$ cat config.mk
export PLATFORM = sky130hd
export DESIGN_NAME = scatter_irq_ctrl
export DESIGN_NICKNAME = d
export VERILOG_FILES = /design/src/rtl/irqc_pkg.sv /design/src/rtl/irqc_sense_unit.sv /design/src/rtl/irqc_first_set.sv /design/src/rtl/scatter_irq_ctrl.sv
export SDC_FILE = /design/constraint.sdc
export NUM_CORES = 1
export LEC_CHECK = 0
export ABC_CLOCK_PERIOD_IN_PS = 3500
export BUFFER_PORTS_ARGS = -buffer_cell sky130_fd_sc_hd__buf_2
export CORE_MARGIN = 2
export CORE_UTILIZATION = 60
export DETAILED_ROUTE_END_ITERATION = 8
export HOLD_SLACK_MARGIN = 0.03
export PLACE_DENSITY = 0.79
export SLEW_MARGIN = 20
export SYNTH_ARGS = -nofsm -noshare
export SYNTH_HDL_FRONTEND = slang
export SYNTH_SLANG_ARGS = --single-unit
$ cat constraint.sdc
create_clock -name clk -period 3.5 [get_ports clk]
set_input_delay 0 -clock clk [delete_from_list [all_inputs] [get_ports clk]]
set_output_delay 0 -clock clk [all_outputs]
set_load 0.02 [all_outputs]
$ cat src/rtl/irqc_pkg.sv
package irqc_pkg;

    localparam int NSRC   = 64;
    localparam int DW     = 32;
    localparam int AW     = 4;
    localparam int CODE_W = $clog2(NSRC);

    localparam logic [DW-1:0] PRIO_RESET = 32'h0530_9770;

    typedef enum logic [1:0] {
        SENSE_LVL_LO    = 2'd0,
        SENSE_LVL_HI    = 2'd1,
        SENSE_EDGE_FALL = 2'd2,
        SENSE_EDGE_RISE = 2'd3
    } sense_e;

    typedef enum logic [AW-1:0] {
        ADR_MASK_HI = 4'd0,
        ADR_MASK_LO = 4'd1,
        ADR_PEND_HI = 4'd2,
        ADR_PEND_LO = 4'd3,
        ADR_VECTOR  = 4'd4,
        ADR_CFG     = 4'd5,
        ADR_PRIO_HI = 4'd6,
        ADR_PRIO_LO = 4'd7
    } reg_addr_e;

    typedef struct packed {
        logic       valid;
        logic       word_lo;
        logic [4:0] bitpos;
    } slot_t;

    // Irregular placement of a source number onto a register word and bit.
    function automatic slot_t src_slot(int unsigned s);
        slot_t r;
        r = '0;
        if (s == 0 || s == 31) begin
            r.valid = 1'b0;
        end else if (s < 16) begin
            r.valid = 1'b1; r.word_lo = 1'b0; r.bitpos = 5'(16 - s);
        end else if (s < 19) begin
            r.valid = 1'b1; r.word_lo = 1'b1; r.bitpos = 5'(18 - s);
        end else if (s < 31) begin
            r.valid = 1'b1; r.word_lo = 1'b1; r.bitpos = 5'(33 - s);
        end else if (s < 48) begin
            r.valid = 1'b1; r.word_lo = 1'b0; r.bitpos = 5'(63 - s);
        end else begin
            r.valid = 1'b1; r.word_lo = 1'b1; r.bitpos = 5'(s - 32);
        end
        return r;
    endfunction

endpackage

$ cat src/rtl/irqc_sense_unit.sv
module irqc_sense_unit
    import irqc_pkg::*;
#(
    parameter int SYNC_STAGES = 2
) (
    input  logic   clk,
    input  logic   rst,
    input  logic   raw_i,
    input  sense_e sense_i,
    input  logic   clr_i,
    output logic   pend_o
);
    logic [SYNC_STAGES-1:0] chain_q;
    logic                   last_q;
    logic                   lvl;
    logic                   rise;
    logic                   fall;
    logic                   pend_q;

    assign lvl  = chain_q[SYNC_STAGES-1];
    assign rise = lvl & ~last_q;
    assign fall = ~lvl & last_q;

    always_ff @(posedge clk) begin
        if (rst) begin
            chain_q <= '0;
            last_q  <= 1'b0;
            pend_q  <= 1'b0;
        end else begin
            chain_q <= {chain_q[SYNC_STAGES-2:0], raw_i};
            last_q  <= lvl;
            unique case (sense_i)
                SENSE_LVL_LO:    pend_q <= ~lvl;
                SENSE_LVL_HI:    pend_q <= lvl;
                SENSE_EDGE_FALL: pend_q <= (pend_q & ~clr_i) | fall;
                SENSE_EDGE_RISE: pend_q <= (pend_q & ~clr_i) | rise;
                default:         pend_q <= 1'b0;
            endcase
        end
    end

    assign pend_o = pend_q;

    // an edge-sensed pending bit holds unless a clear arrives
    a_r6_edge_sticky: assert property (@(posedge clk) disable iff (rst)
        (sense_i[1] && pend_o && !clr_i) |=> pend_o);

    // active-high level source drops when the synchronized input is low
    a_r7_level_drop: assert property (@(posedge clk) disable iff (rst)
        (sense_i == SENSE_LVL_HI && !lvl) |=> !pend_o);

endmodule

$ cat src/rtl/irqc_first_set.sv
module irqc_first_set #(
    parameter int W  = 64,
    parameter int CW = $clog2(W)
) (
    input  logic [W-1:0]  req_i,
    output logic [CW-1:0] code_o
);
    // Lowest index wins; index 0 cannot be reported (code 0 means none).
    always_comb begin
        code_o = '0;
        for (int i = W - 1; i >= 1; i--) begin
            if (req_i[i]) code_o = CW'(i);
        end
    end
endmodule

$ cat src/rtl/scatter_irq_ctrl.sv
module scatter_irq_ctrl
    import irqc_pkg::*;
#(
    parameter int SYNC_STAGES = 2
) (
    input  logic            clk,
    input  logic            rst,
    input  logic            bus_req,
    input  logic            bus_we,
    input  logic [AW-1:0]   bus_addr,
    input  logic [DW-1:0]   bus_wdata,
    output logic [DW-1:0]   bus_rdata,
    output logic            bus_rvalid,
    input  logic [NSRC-1:0] src_in,
    output logic            irq_o
);
    localparam int FIELDS_PER_WORD = DW / 2;
    localparam int SENSE_WORDS     = NSRC / FIELDS_PER_WORD;

    logic          wr_en;
    logic          rd_en;
    logic [DW-1:0] mask_hi_q;
    logic [DW-1:0] mask_lo_q;
    logic [DW-1:0] cfg_q;
    logic [DW-1:0] prio_hi_q;
    logic [DW-1:0] prio_lo_q;
    sense_e        sense_q [NSRC];

    logic [NSRC-1:0]   pend_src;
    logic [NSRC-1:0]   mask_src;
    logic [NSRC-1:0]   clr_src;
    logic [NSRC-1:0]   req_src;
    logic [CODE_W-1:0] vec_code;
    logic [DW-1:0]     pend_hi_w;
    logic [DW-1:0]     pend_lo_w;
    logic [DW-1:0]     rd_word;
    logic              sense_sel;
    logic [1:0]        sense_idx;

    assign wr_en     = bus_req & bus_we;
    assign rd_en     = bus_req & ~bus_we;
    assign sense_sel = (bus_addr[AW-1:AW-2] == 2'b10);
    assign sense_idx = bus_addr[1:0];

    // Register storage
    always_ff @(posedge clk) begin
        if (rst) begin
            mask_hi_q <= '0;
            mask_lo_q <= '0;
            cfg_q     <= '0;
            prio_hi_q <= PRIO_RESET;
            prio_lo_q <= PRIO_RESET;
            for (int s = 0; s < NSRC; s++) sense_q[s] <= SENSE_LVL_HI;
        end else if (wr_en) begin
            case (bus_addr)
                4'(ADR_MASK_HI): mask_hi_q <= bus_wdata;
                4'(ADR_MASK_LO): mask_lo_q <= bus_wdata;
                4'(ADR_CFG):     cfg_q     <= bus_wdata;
                4'(ADR_PRIO_HI): prio_hi_q <= bus_wdata;
                4'(ADR_PRIO_LO): prio_lo_q <= bus_wdata;
                default: begin
                    if (sense_sel) begin
                        for (int i = 0; i < FIELDS_PER_WORD; i++) begin
                            sense_q[int'(sense_idx) * FIELDS_PER_WORD + i]
                                <= sense_e'(bus_wdata[2*i +: 2]);
                        end
                    end
                end
            endcase
        end
    end

    // Per-source slice: live sources get a sense unit, reserved ones are tied off
    for (genvar s = 0; s < NSRC; s++) begin : g_src
        localparam slot_t SL = src_slot(s);
        if (SL.valid) begin : g_live
            assign mask_src[s] = SL.word_lo ? mask_lo_q[SL.bitpos] : mask_hi_q[SL.bitpos];
            assign clr_src[s]  = wr_en
                               && (bus_addr == (SL.word_lo ? 4'(ADR_PEND_LO) : 4'(ADR_PEND_HI)))
                               && bus_wdata[SL.bitpos];
            irqc_sense_unit #(.SYNC_STAGES(SYNC_STAGES)) u_unit (
                .clk     (clk),
                .rst     (rst),
                .raw_i   (src_in[s]),
                .sense_i (sense_q[s]),
                .clr_i   (clr_src[s]),
                .pend_o  (pend_src[s])
            );
        end else begin : g_rsvd
            logic rsvd_unused;
            assign rsvd_unused = src_in[s];
            assign mask_src[s] = 1'b0;
            assign clr_src[s]  = 1'b0;
            assign pend_src[s] = 1'b0;
        end
    end

    // Gather per-source pending into the two scattered words
    always_comb begin
        slot_t sl;
        pend_hi_w = '0;
        pend_lo_w = '0;
        for (int s = 0; s < NSRC; s++) begin
            sl = src_slot(s);
            if (sl.valid) begin
                if (sl.word_lo) pend_lo_w[sl.bitpos] = pend_src[s];
                else            pend_hi_w[sl.bitpos] = pend_src[s];
            end
        end
    end

    assign req_src = pend_src & mask_src;

    irqc_first_set #(.W(NSRC), .CW(CODE_W)) u_enc (
        .req_i  (req_src),
        .code_o (vec_code)
    );

    assign irq_o = |req_src;

    // Read mux
    always_comb begin
        rd_word = '0;
        case (bus_addr)
            4'(ADR_MASK_HI): rd_word = mask_hi_q;
            4'(ADR_MASK_LO): rd_word = mask_lo_q;
            4'(ADR_PEND_HI): rd_word = pend_hi_w;
            4'(ADR_PEND_LO): rd_word = pend_lo_w;
            4'(ADR_VECTOR):  rd_word = {vec_code, {(DW-CODE_W){1'b0}}};
            4'(ADR_CFG):     rd_word = cfg_q;
            4'(ADR_PRIO_HI): rd_word = prio_hi_q;
            4'(ADR_PRIO_LO): rd_word = prio_lo_q;
            default: begin
                if (sense_sel && int'(sense_idx) < SENSE_WORDS) begin
                    for (int i = 0; i < FIELDS_PER_WORD; i++) begin
                        rd_word[2*i +: 2] = sense_q[int'(sense_idx) * FIELDS_PER_WORD + i];
                    end
                end
            end
        endcase
    end

    always_ff @(posedge clk) begin
        if (rst) begin
            bus_rdata  <= '0;
            bus_rvalid <= 1'b0;
        end else begin
            bus_rvalid <= rd_en;
            if (rd_en) bus_rdata <= rd_word;
        end
    end

    // read data valid exactly one cycle after a read request
    a_r11_rvalid: assert property (@(posedge clk) disable iff (rst)
        rd_en |=> bus_rvalid);
    a_r11_quiet: assert property (@(posedge clk) disable iff (rst)
        !rd_en |=> !bus_rvalid);

    // interrupt output agrees with the encoder result
    a_r5_irq_vec: assert property (@(posedge clk) disable iff (rst)
        irq_o == (vec_code != '0));

    // a reported code points at an enabled pending source
    a_r4_hit: assert property (@(posedge clk) disable iff (rst)
        (vec_code != '0) |-> (pend_src[vec_code] && mask_src[vec_code]));

    // mask write lands in the mask word
    a_r2_mask_write: assert property (@(posedge clk) disable iff (rst)
        (wr_en && bus_addr == 4'(ADR_MASK_HI)) |=> (mask_hi_q == $past(bus_wdata)));

endmodule

==> metrics.md, run 1 <==
| Metric | Value |
|---|---|
| Post-CTS setup buffers | 0 |
| Async SR Flop Fraction | 0% |
| DR pass1 iterations | 6 |
| DRT Wirelength | 82800 um |
| Die area | 40600 sq um |
| Largest area contributor in the netlist | dfxtp_1 |
| FF+latch count, synth | 569 |
| Syn Area/Cell | 9.60 sq um |
| Synth Instances | 2438 |
| Switching Share | 25.3% |
| Status | complete, no violations |
| Clock power frac | 42.4% |
| Max FO, Critical Path | 5 |
| Setup TNS Final | 0 ns |
| Sequential area share after synthesis | 54.1% |
| Comb power frac | 8.2% |
| R2r setup slk | 0.92 ns |
| Residual DRC | 0 |
| Mapped Area | 23400 sq um |
| Multi-input logic area | 10100 sq um |
| Post-synth cell types | 65 |
| Min Tclk post-route | 2.65 ns |
| CTS clk-pin slew, worst paths | 0.07 ns |
| Power Density | 535 nW/um^2 |
| Fmax | 378 MHz |
| Required time of the critical path | 3.50 ns |
| CP endpoint kind | output pin |
| Peak supply drop | 0.000528 V |
| Clock Latency Late Sink | 0.65 ns |
| Total Power | 14.8 mW |
| CP Launch Point | g_src[39].g_live.u_unit.pend_o |
| WP data arrival | 2.65 ns |
| Worst reg2reg path endpoint | bus_rdata[28] |
| Die H | 202 um |
| CP Launch Type | flop |
| CP Capture Point | irq_o |
| Unrepaired setup endpoints after global routing | false |
| Nets@finish | 2729 |
| Area Growth Syn to Fin | 18.2% |
| Die Width | 202 um |
| Antenna Violating Nets Remaining | 0 |
| CTS tree | done |
| Via-to-Cell Ratio | 6.36 |
| Initial DRC count | 2661 |
| Fillcell total | 2765 |
| Hold Violations, Final | 0 |
| Vias post-DR | 20300 |
| Top cell type's share of synthesized area | 37.7% |
| Root buffer cell | clkbuf_16 |
| FF/Latch Area | 12700 sq um |
| WL per Instance | 25.9 um |
| Layout cells sized above 1 | 13.1% |
| Max Slew Vio Count | 0 |
| Final Skew | 0.0487 ns |
| Leakage | 10.3 nW |
| Hold crit path type | in -> reg |
| Tightest Pin Transition | 1.14 ns |
| Initial Util | 60.7% |
| Reg2Reg Launch Point | g_src[30].g_live.u_unit.pend_o |
| PortBufs | 135 |
| Clock buffer count from CTS | 56 |
| Cells resized by post-CTS repair | 0 |
| Global-route wire length before repair | 122000 um |
| Row count | 72 |
| CTS Hold Bufs | 115 |
| Switch Pwr | 3.75 mW |
| DP HPWL | 53600 um |
| CTS Buffer Depth | 3 |
| H-tree depth | 2 |
| Crit share post-route | 75.6% |
| Cell internal pwr | 11.1 mW |
| Largest net degree at the start of global routing | 205 |
| Synth top area cells | dfxtp_1 (38%), edfxtp_1 (16%), nand2_1 (7.4%), a21oi_1 (5.7%), nor2b_1 (5.2%) |
| Main synth FF type | dfxtp_1 |
| Yosys warns | 0 |
| Max-cap violation count | 0 |
| Setup violations, final | 0 |
| Worst setup path category | reg -> out |
| Tot GR Track Use | 40.3% |
| GRT overflow | 0 |
| Syn Nets | 2542 |
| Seq pwr share | 49.4% |
| CTS sink cnt | 569 |
| Worst R2R Path Depth | 6 |
| Ports | 138 |
| GPL Wtd Cong | 0.989 |
| Core area | 38600 sq um |
| Initial antenna violation count | 0 |
| Post-synth EDFFs | 128 |
| Relative slew slack | 24.2% |
| Vias in the first global route | 19300 |
==> synth_stat cells, types with 27 or more instances <==
cell	count
a31oi_1	68
nor2_1	106
clkbuf_1	163
xnor2_1	59
edfxtp_1	128
xor2_1	59
nand3_1	28
mux4_2	33
dfxtp_1	441
a21oi_1	265
a22oi_1	104
nand2_1	463
nand3b_1	27
nor2b_1	196
or3_1	49
and2_1	67
==> flip-flops by register name (all words and copies together), names as in the netlist, 32 cells and up <==
signal,flops
bus_rdata,32
cfg_q,32
g_src.g_live.u_unit.chain_q,124
g_src.g_live.u_unit.last_q,62
g_src.g_live.u_unit.pend_o,62
mask_hi_q,32
mask_lo_q,32
prio_hi_q,32
prio_lo_q,32
sense_q,128
==> through the flow <==
stage / utilization, % / worst slack (ns) / cells / instance area (sq um) / hold slack (ns)
floorplan: - / 1.08 / 2438 / 23400 / 0.128
global placement: 63.7 / 0.967 / 2970 / 24600 / 0.208
detailed placement: 63.7 / 0.955 / 2970 / 24600 / 0.212
CTS: 71.7 / 0.871 / 3190 / 27700 / 0.0788
global route: 71.7 / 0.749 / 3190 / 27700 / 0.119
finish: 71.8 / 0.852 / 3191 / 27700 / 0.0986
==> worst max-delay path, cell delays in order (launching register included) <==
cell and delay (ns):
dfxtp_1 0.44, a22o_1 0.32, or4_4 0.52, nor3_2 0.24, inv_1 0.08, nor2_1 0.11
nand3_1 0.10, buf_2 0.19
==> kinds of logic (layout without fill, tap and decap cells) <==
logic type | Yosys count | count (layout) | share of synthesized area, %
AOI/OAI and AO/OA | 531 | 531 | 14.2
xor gates and xnor gates | 118 | 118 | 4.41
buffers and inverters | 183 | 417 | 3.09
DFF | 569 | 569 | 54.1
muxes | 34 | 34 | 3.22
other | 0 | 1 | 0
and+or+nand+nor | 1003 | 1003 | 20.9
==> power groups by stage <==
stage | Combinational (mW) | Sequential, mW | Clock [mW]
2_1_floorplan | 0.643 | 7.30 | 0
4_1_cts | 1.17 | 7.28 | 6.25
5_1_grt | 1.28 | 7.32 | 6.54
3_3_place_gp | 1.04 | 7.41 | 0
3_5_place_dp | 1.06 | 7.43 | 0
6_report | 1.22 | 7.31 | 6.27
==> layout by cell type (no fill, tap or decap), drive strengths merged, types with 14 or more instances in the layout <==
cell type,synthesis,routed
dlygate4sd3,0,115
nor2b,197,197
clkbuf,165,87
xor2,59,59
a21oi,265,265
nor2,107,107
a31oi,68,68
mux4,33,33
nand3,29,29
xnor2,59,59
nand2b,23,23
nor3,14,14
and2,67,67
a22oi,104,104
a311oi,25,25
edfxtp,128,128
nand3b,27,27
clkinv,0,14
dfxtp,441,441
or3,50,50
buf,15,195
nand2,463,463
==> metal layers <==
metal / vias to the layer above / part of all wire [%] / global-route usage, %
met5: - / 0 / 0
met2: 1484 / 44 / 61.6
met1: 9701 / 38 / 54.1
met3: 261 / 13 / 10.4
li1: 8836 / - / -
met4: 0 / 4.9 / 18.5
==> area by class of cell <==
cell class | instances | share of cell area (%)
clock inverter | 18 | 0.651
sequential | 569 | 45.8
timing repair buffer | 310 | 8.31
tap | 518 | 2.34
multi-input combinational | 1686 | 36.4
antenna | 1 | 0.00905
clock buffer | 87 | 6.41
inverter | 2 | 0.0271
==> worst min-delay path by stage <==
stage	slack (ns)	cells after the start	start	to
6_report	0.1	3	src_in[30]	g_src[30].g_live.u_unit.chain_q[0]
2_1_floorplan	0.13	1	src_in[10]	g_src[10].g_live.u_unit.chain_q[0]
3_5_place_dp	0.21	2	src_in[41]	g_src[41].g_live.u_unit.chain_q[0]
3_3_place_gp	0.21	2	src_in[8]	g_src[8].g_live.u_unit.chain_q[0]
5_1_grt	0.12	3	src_in[41]	g_src[41].g_live.u_unit.chain_q[0]
4_1_cts	0.08	3	src_in[62]	g_src[62].g_live.u_unit.chain_q[0]
(Power assumes the default switching activity.)
==> run 2, diff against run 1 <==
Settings changed: ABC_CLOCK_PERIOD_IN_PS 3500 to 2200, CORE_UTILIZATION 60 to 55, PLACE_DENSITY 0.79 to 0.76.
Clock period 3.5 ns to 2.2 ns, I/O delays scaled along.
==> run 2 against run 1 <==
Compared with the run above: the flow now finishes with violations (negative setup slack); sequential power is 59% higher; largest cell class unchanged; first-iteration DRC count is 17% higher; clock power is 52% higher; sequential share of layout area is 1.3 points lower; wire length is 9.3% higher; setup slack worse by 1.0 ns; clock-buffer cell count is 6 higher; clock skew is 0.031 ns lower; combinational power is 90% higher.
==> metrics.md, run 2 (synthesis gave the netlist of run 1 again) <==
| Metric | Value |
|---|---|
| Fmax | 425 MHz |
| Status | finished, violations left |
| Peak supply drop | 0.000908 V (+72%) |
| Most common cell after layout, fill and taps aside | nand2_1 |
| Most frequent cells in the layout | nand2_1 (463), dfxtp_1 (435), a21oi_1 (265), nor2b_1 (193), buf_4 (136) |
| Vias in the first global route | 19900 (+3.4%) |
| Row count | 75 (+4.2%) |
| Largest net degree at the start of global routing | 187 (-8.8%) |
| CP Launch Type | flop |
| Max FFs per register | 128 (unchanged) |
| GPL Wtd Cong | 1.06 (+7.5%) |
| Tot GR Track Use | 40.8% (+0.44 points) |
| Max FO, Critical Path | 3 (-2) |
| Power Density | 821 nW/um^2 (+53%) |
| Max Slew Vio Count | 0 (unchanged) |
| GRT overflow | 0 (unchanged) |
| CTS Buffer Depth | 3 (unchanged) |
| CTS sink cnt | 569 (unchanged) |
| Unrepaired setup endpoints after global routing | true |
| Max-cap violation count | 0 (unchanged) |
| DP HPWL | 61500 um (+15%) |
| Hold WS | 0.115 ns (+0.0160 ns) |
| R2r setup slk | 0.12 ns (-0.80 ns) |
| Die H | 210 um (+4.4%) |
| Initial DRC count | 3103 (+17%) |
| Top reg by flops | sense_q |
| Setup violations, final | 1 (+1) |
| WL per Instance | 27.3 um (+5.4%) |
| Leakage | 10.7 nW (+4.6%) |
| Hold crit path type | in -> reg |
| Dpl cells | 3077 (+3.6%) |
| Hold Violations, Final | 0 (unchanged) |
| Setup ws final | -0.156 ns (-1.01 ns) |
| Tightest Pin Transition | 1.05 ns (-0.0881 ns) |
| Required time of the critical path | 2.20 ns (-1.30 ns) |
| Root buffer cell | clkbuf_16 |
| Area Growth Syn to Fin | 21.7% |
| Hold-critical path depth | 6 (+3) |
| Clock buffer count from CTS | 57 (+1.8%) |
| Layout cells sized above 1 | 15.9% (+2.8 points) |
| CTS clk-pin slew, worst paths | 0.06 ns (about the same) |
| Fin cells | 3309 (+3.7%) |
| Clock Latency Late Sink | 0.63 ns (-0.02 ns) |
| Largest registers | sense_q (128), g_src.g_live.u_unit.chain_q (124) |
| Worst R2R Path Depth | 8 (+2) |
| Vias post-DR | 20700 (+2.2%) |
| Residual DRC | 0 (unchanged) |
| Initial antenna violation count | 3 (+3) |
| WP data arrival | 2.36 ns (-0.29 ns) |
| Via-to-Cell Ratio | 6.26 (-1.5%) |
| Initial Util | 55.8% (-4.9 points) |
| Reg2Reg Launch Point | mask_lo_q[5] |
| Die area | 44200 sq um (+8.9%) |
| H-tree depth | 2 (unchanged) |
| Antenna Violating Nets Remaining | 0 (unchanged) |
| DRT Wirelength | 90500 um (+9.3%) |
| Crit share post-route | 107% |
| Final Skew | 0.0173 ns (-0.0315 ns) |
| Ports | 138 (unchanged) |
| CP endpoint kind | output pin |
| CTS tree | done |
| Relative slew slack | 30.1% (+5.9 points) |
| Hold endpoint | mask_lo_q[26] |
| Hold path startpoint | bus_addr[2] |
| Worst setup path category | reg -> out |
| Die Width | 210 um (+4.4%) |
| PortBufs | 135 (unchanged) |
| DR pass1 iterations | 5 (-1) |
| Violated checks | negative setup slack |
| Core area | 41900 sq um (+8.8%) |
| Global-route wire length before repair | 131000 um (+7.3%) |
| Min Tclk post-route | 2.36 ns |
| Worst reg2reg path endpoint | bus_rdata[28] |
| Nets@finish | 2825 (+3.5%) |
-- run 2: cell count changes in the layout (fill, tap and decap cells not counted), sizes merged --
cell | before | now
dlygate4sd3 | 115 | 121
clkbuf | 87 | 93
buf | 195 | 284
clkinvlp | 0 | 2
clkinv | 14 | 12
bufinv | 1 | 0
inv | 5 | 2
-- run 2: worst max-delay path, cell delays in order, from the launching register on --
cell and delay (ns):
dfxtp_1 0.37, a22oi_1 0.35, nand4_1 0.21, or3_1 0.39, nor2_1 0.15, nand3_2 0.11, buf_6 0.15
-- run 2: layout make-up --
| class | instances | area [sq um] |
|---|---|---|
| clock inverter | 14 | 111 |
| timing repair buffer | 405 | 3180 |
| sequential | 569 | 12700 |
| antenna | 1 | 2.50 |
| clock buffer | 93 | 1700 |
| fill | 3147 | 13400 |
| tap | 539 | 674 |
| inverter | 2 | 7.51 |
| multi-input combinational | 1686 | 10100 |
-- run 2: power breakdown --
group	internal (mW)	leakage (nW)	switching [mW]
logic	0.920	5.00	1.40
clock network	5.30	0.885	4.22
registers	11.1	4.86	0.444
-- run 2: per-layer routing --
metal	routed length, um	GRT usage [%]	vias up
li1	-	-	9039
met4	4540	18.5	0
met3	12300	12.6	232
met2	39400	61.3	1420
met1	34200	54.2	10000
met5	0	0	-
-- run 2: worst max path at each step --
stage	end	start	slack [ns]
after floorplan	sense_q[0][0]	bus_addr[0]	0.08
after global placement	bus_rdata[26]	bus_addr[0]	-0.01
after detailed placement	bus_rdata[26]	bus_addr[0]	0.01
after CTS	irq_o	mask_hi_q[26]	-0.19
after global routing	irq_o	g_src[39].g_live.u_unit.pend_o	-0.24
final	irq_o	g_src[63].g_live.u_unit.pend_o	-0.16
-- run 2: repair_timing --
action                     CTS  global route
cloned                       0             0
hold endpoints to repair   465             0
resized for setup            8            11
pin swaps                    5             4
hold buffers               121             0
buffers inserted             3             0
setup endpoints to repair    1             2
-- run 2: metrics by stage --
| stage | utilization [%] | area, sq um | power, mW | worst slack [ns] | TNS (ns) |
|---|---|---|---|---|---|
| 2_1_floorplan | - | 23400 | 12.6 | 0.0776 | 0 |
| 6_report | 67.9 | 28500 | 23.4 | -0.156 | -0.156 |
| 3_3_place_gp | 60.5 | 25400 | 13.7 | -0.0124 | -0.0124 |
| 4_1_cts | 67.9 | 28500 | 23.2 | -0.186 | -0.186 |
| 3_5_place_dp | 60.5 | 25400 | 13.8 | 0.0109 | 0 |
| 5_1_grt | 67.9 | 28500 | 23.9 | -0.242 | -0.307 |
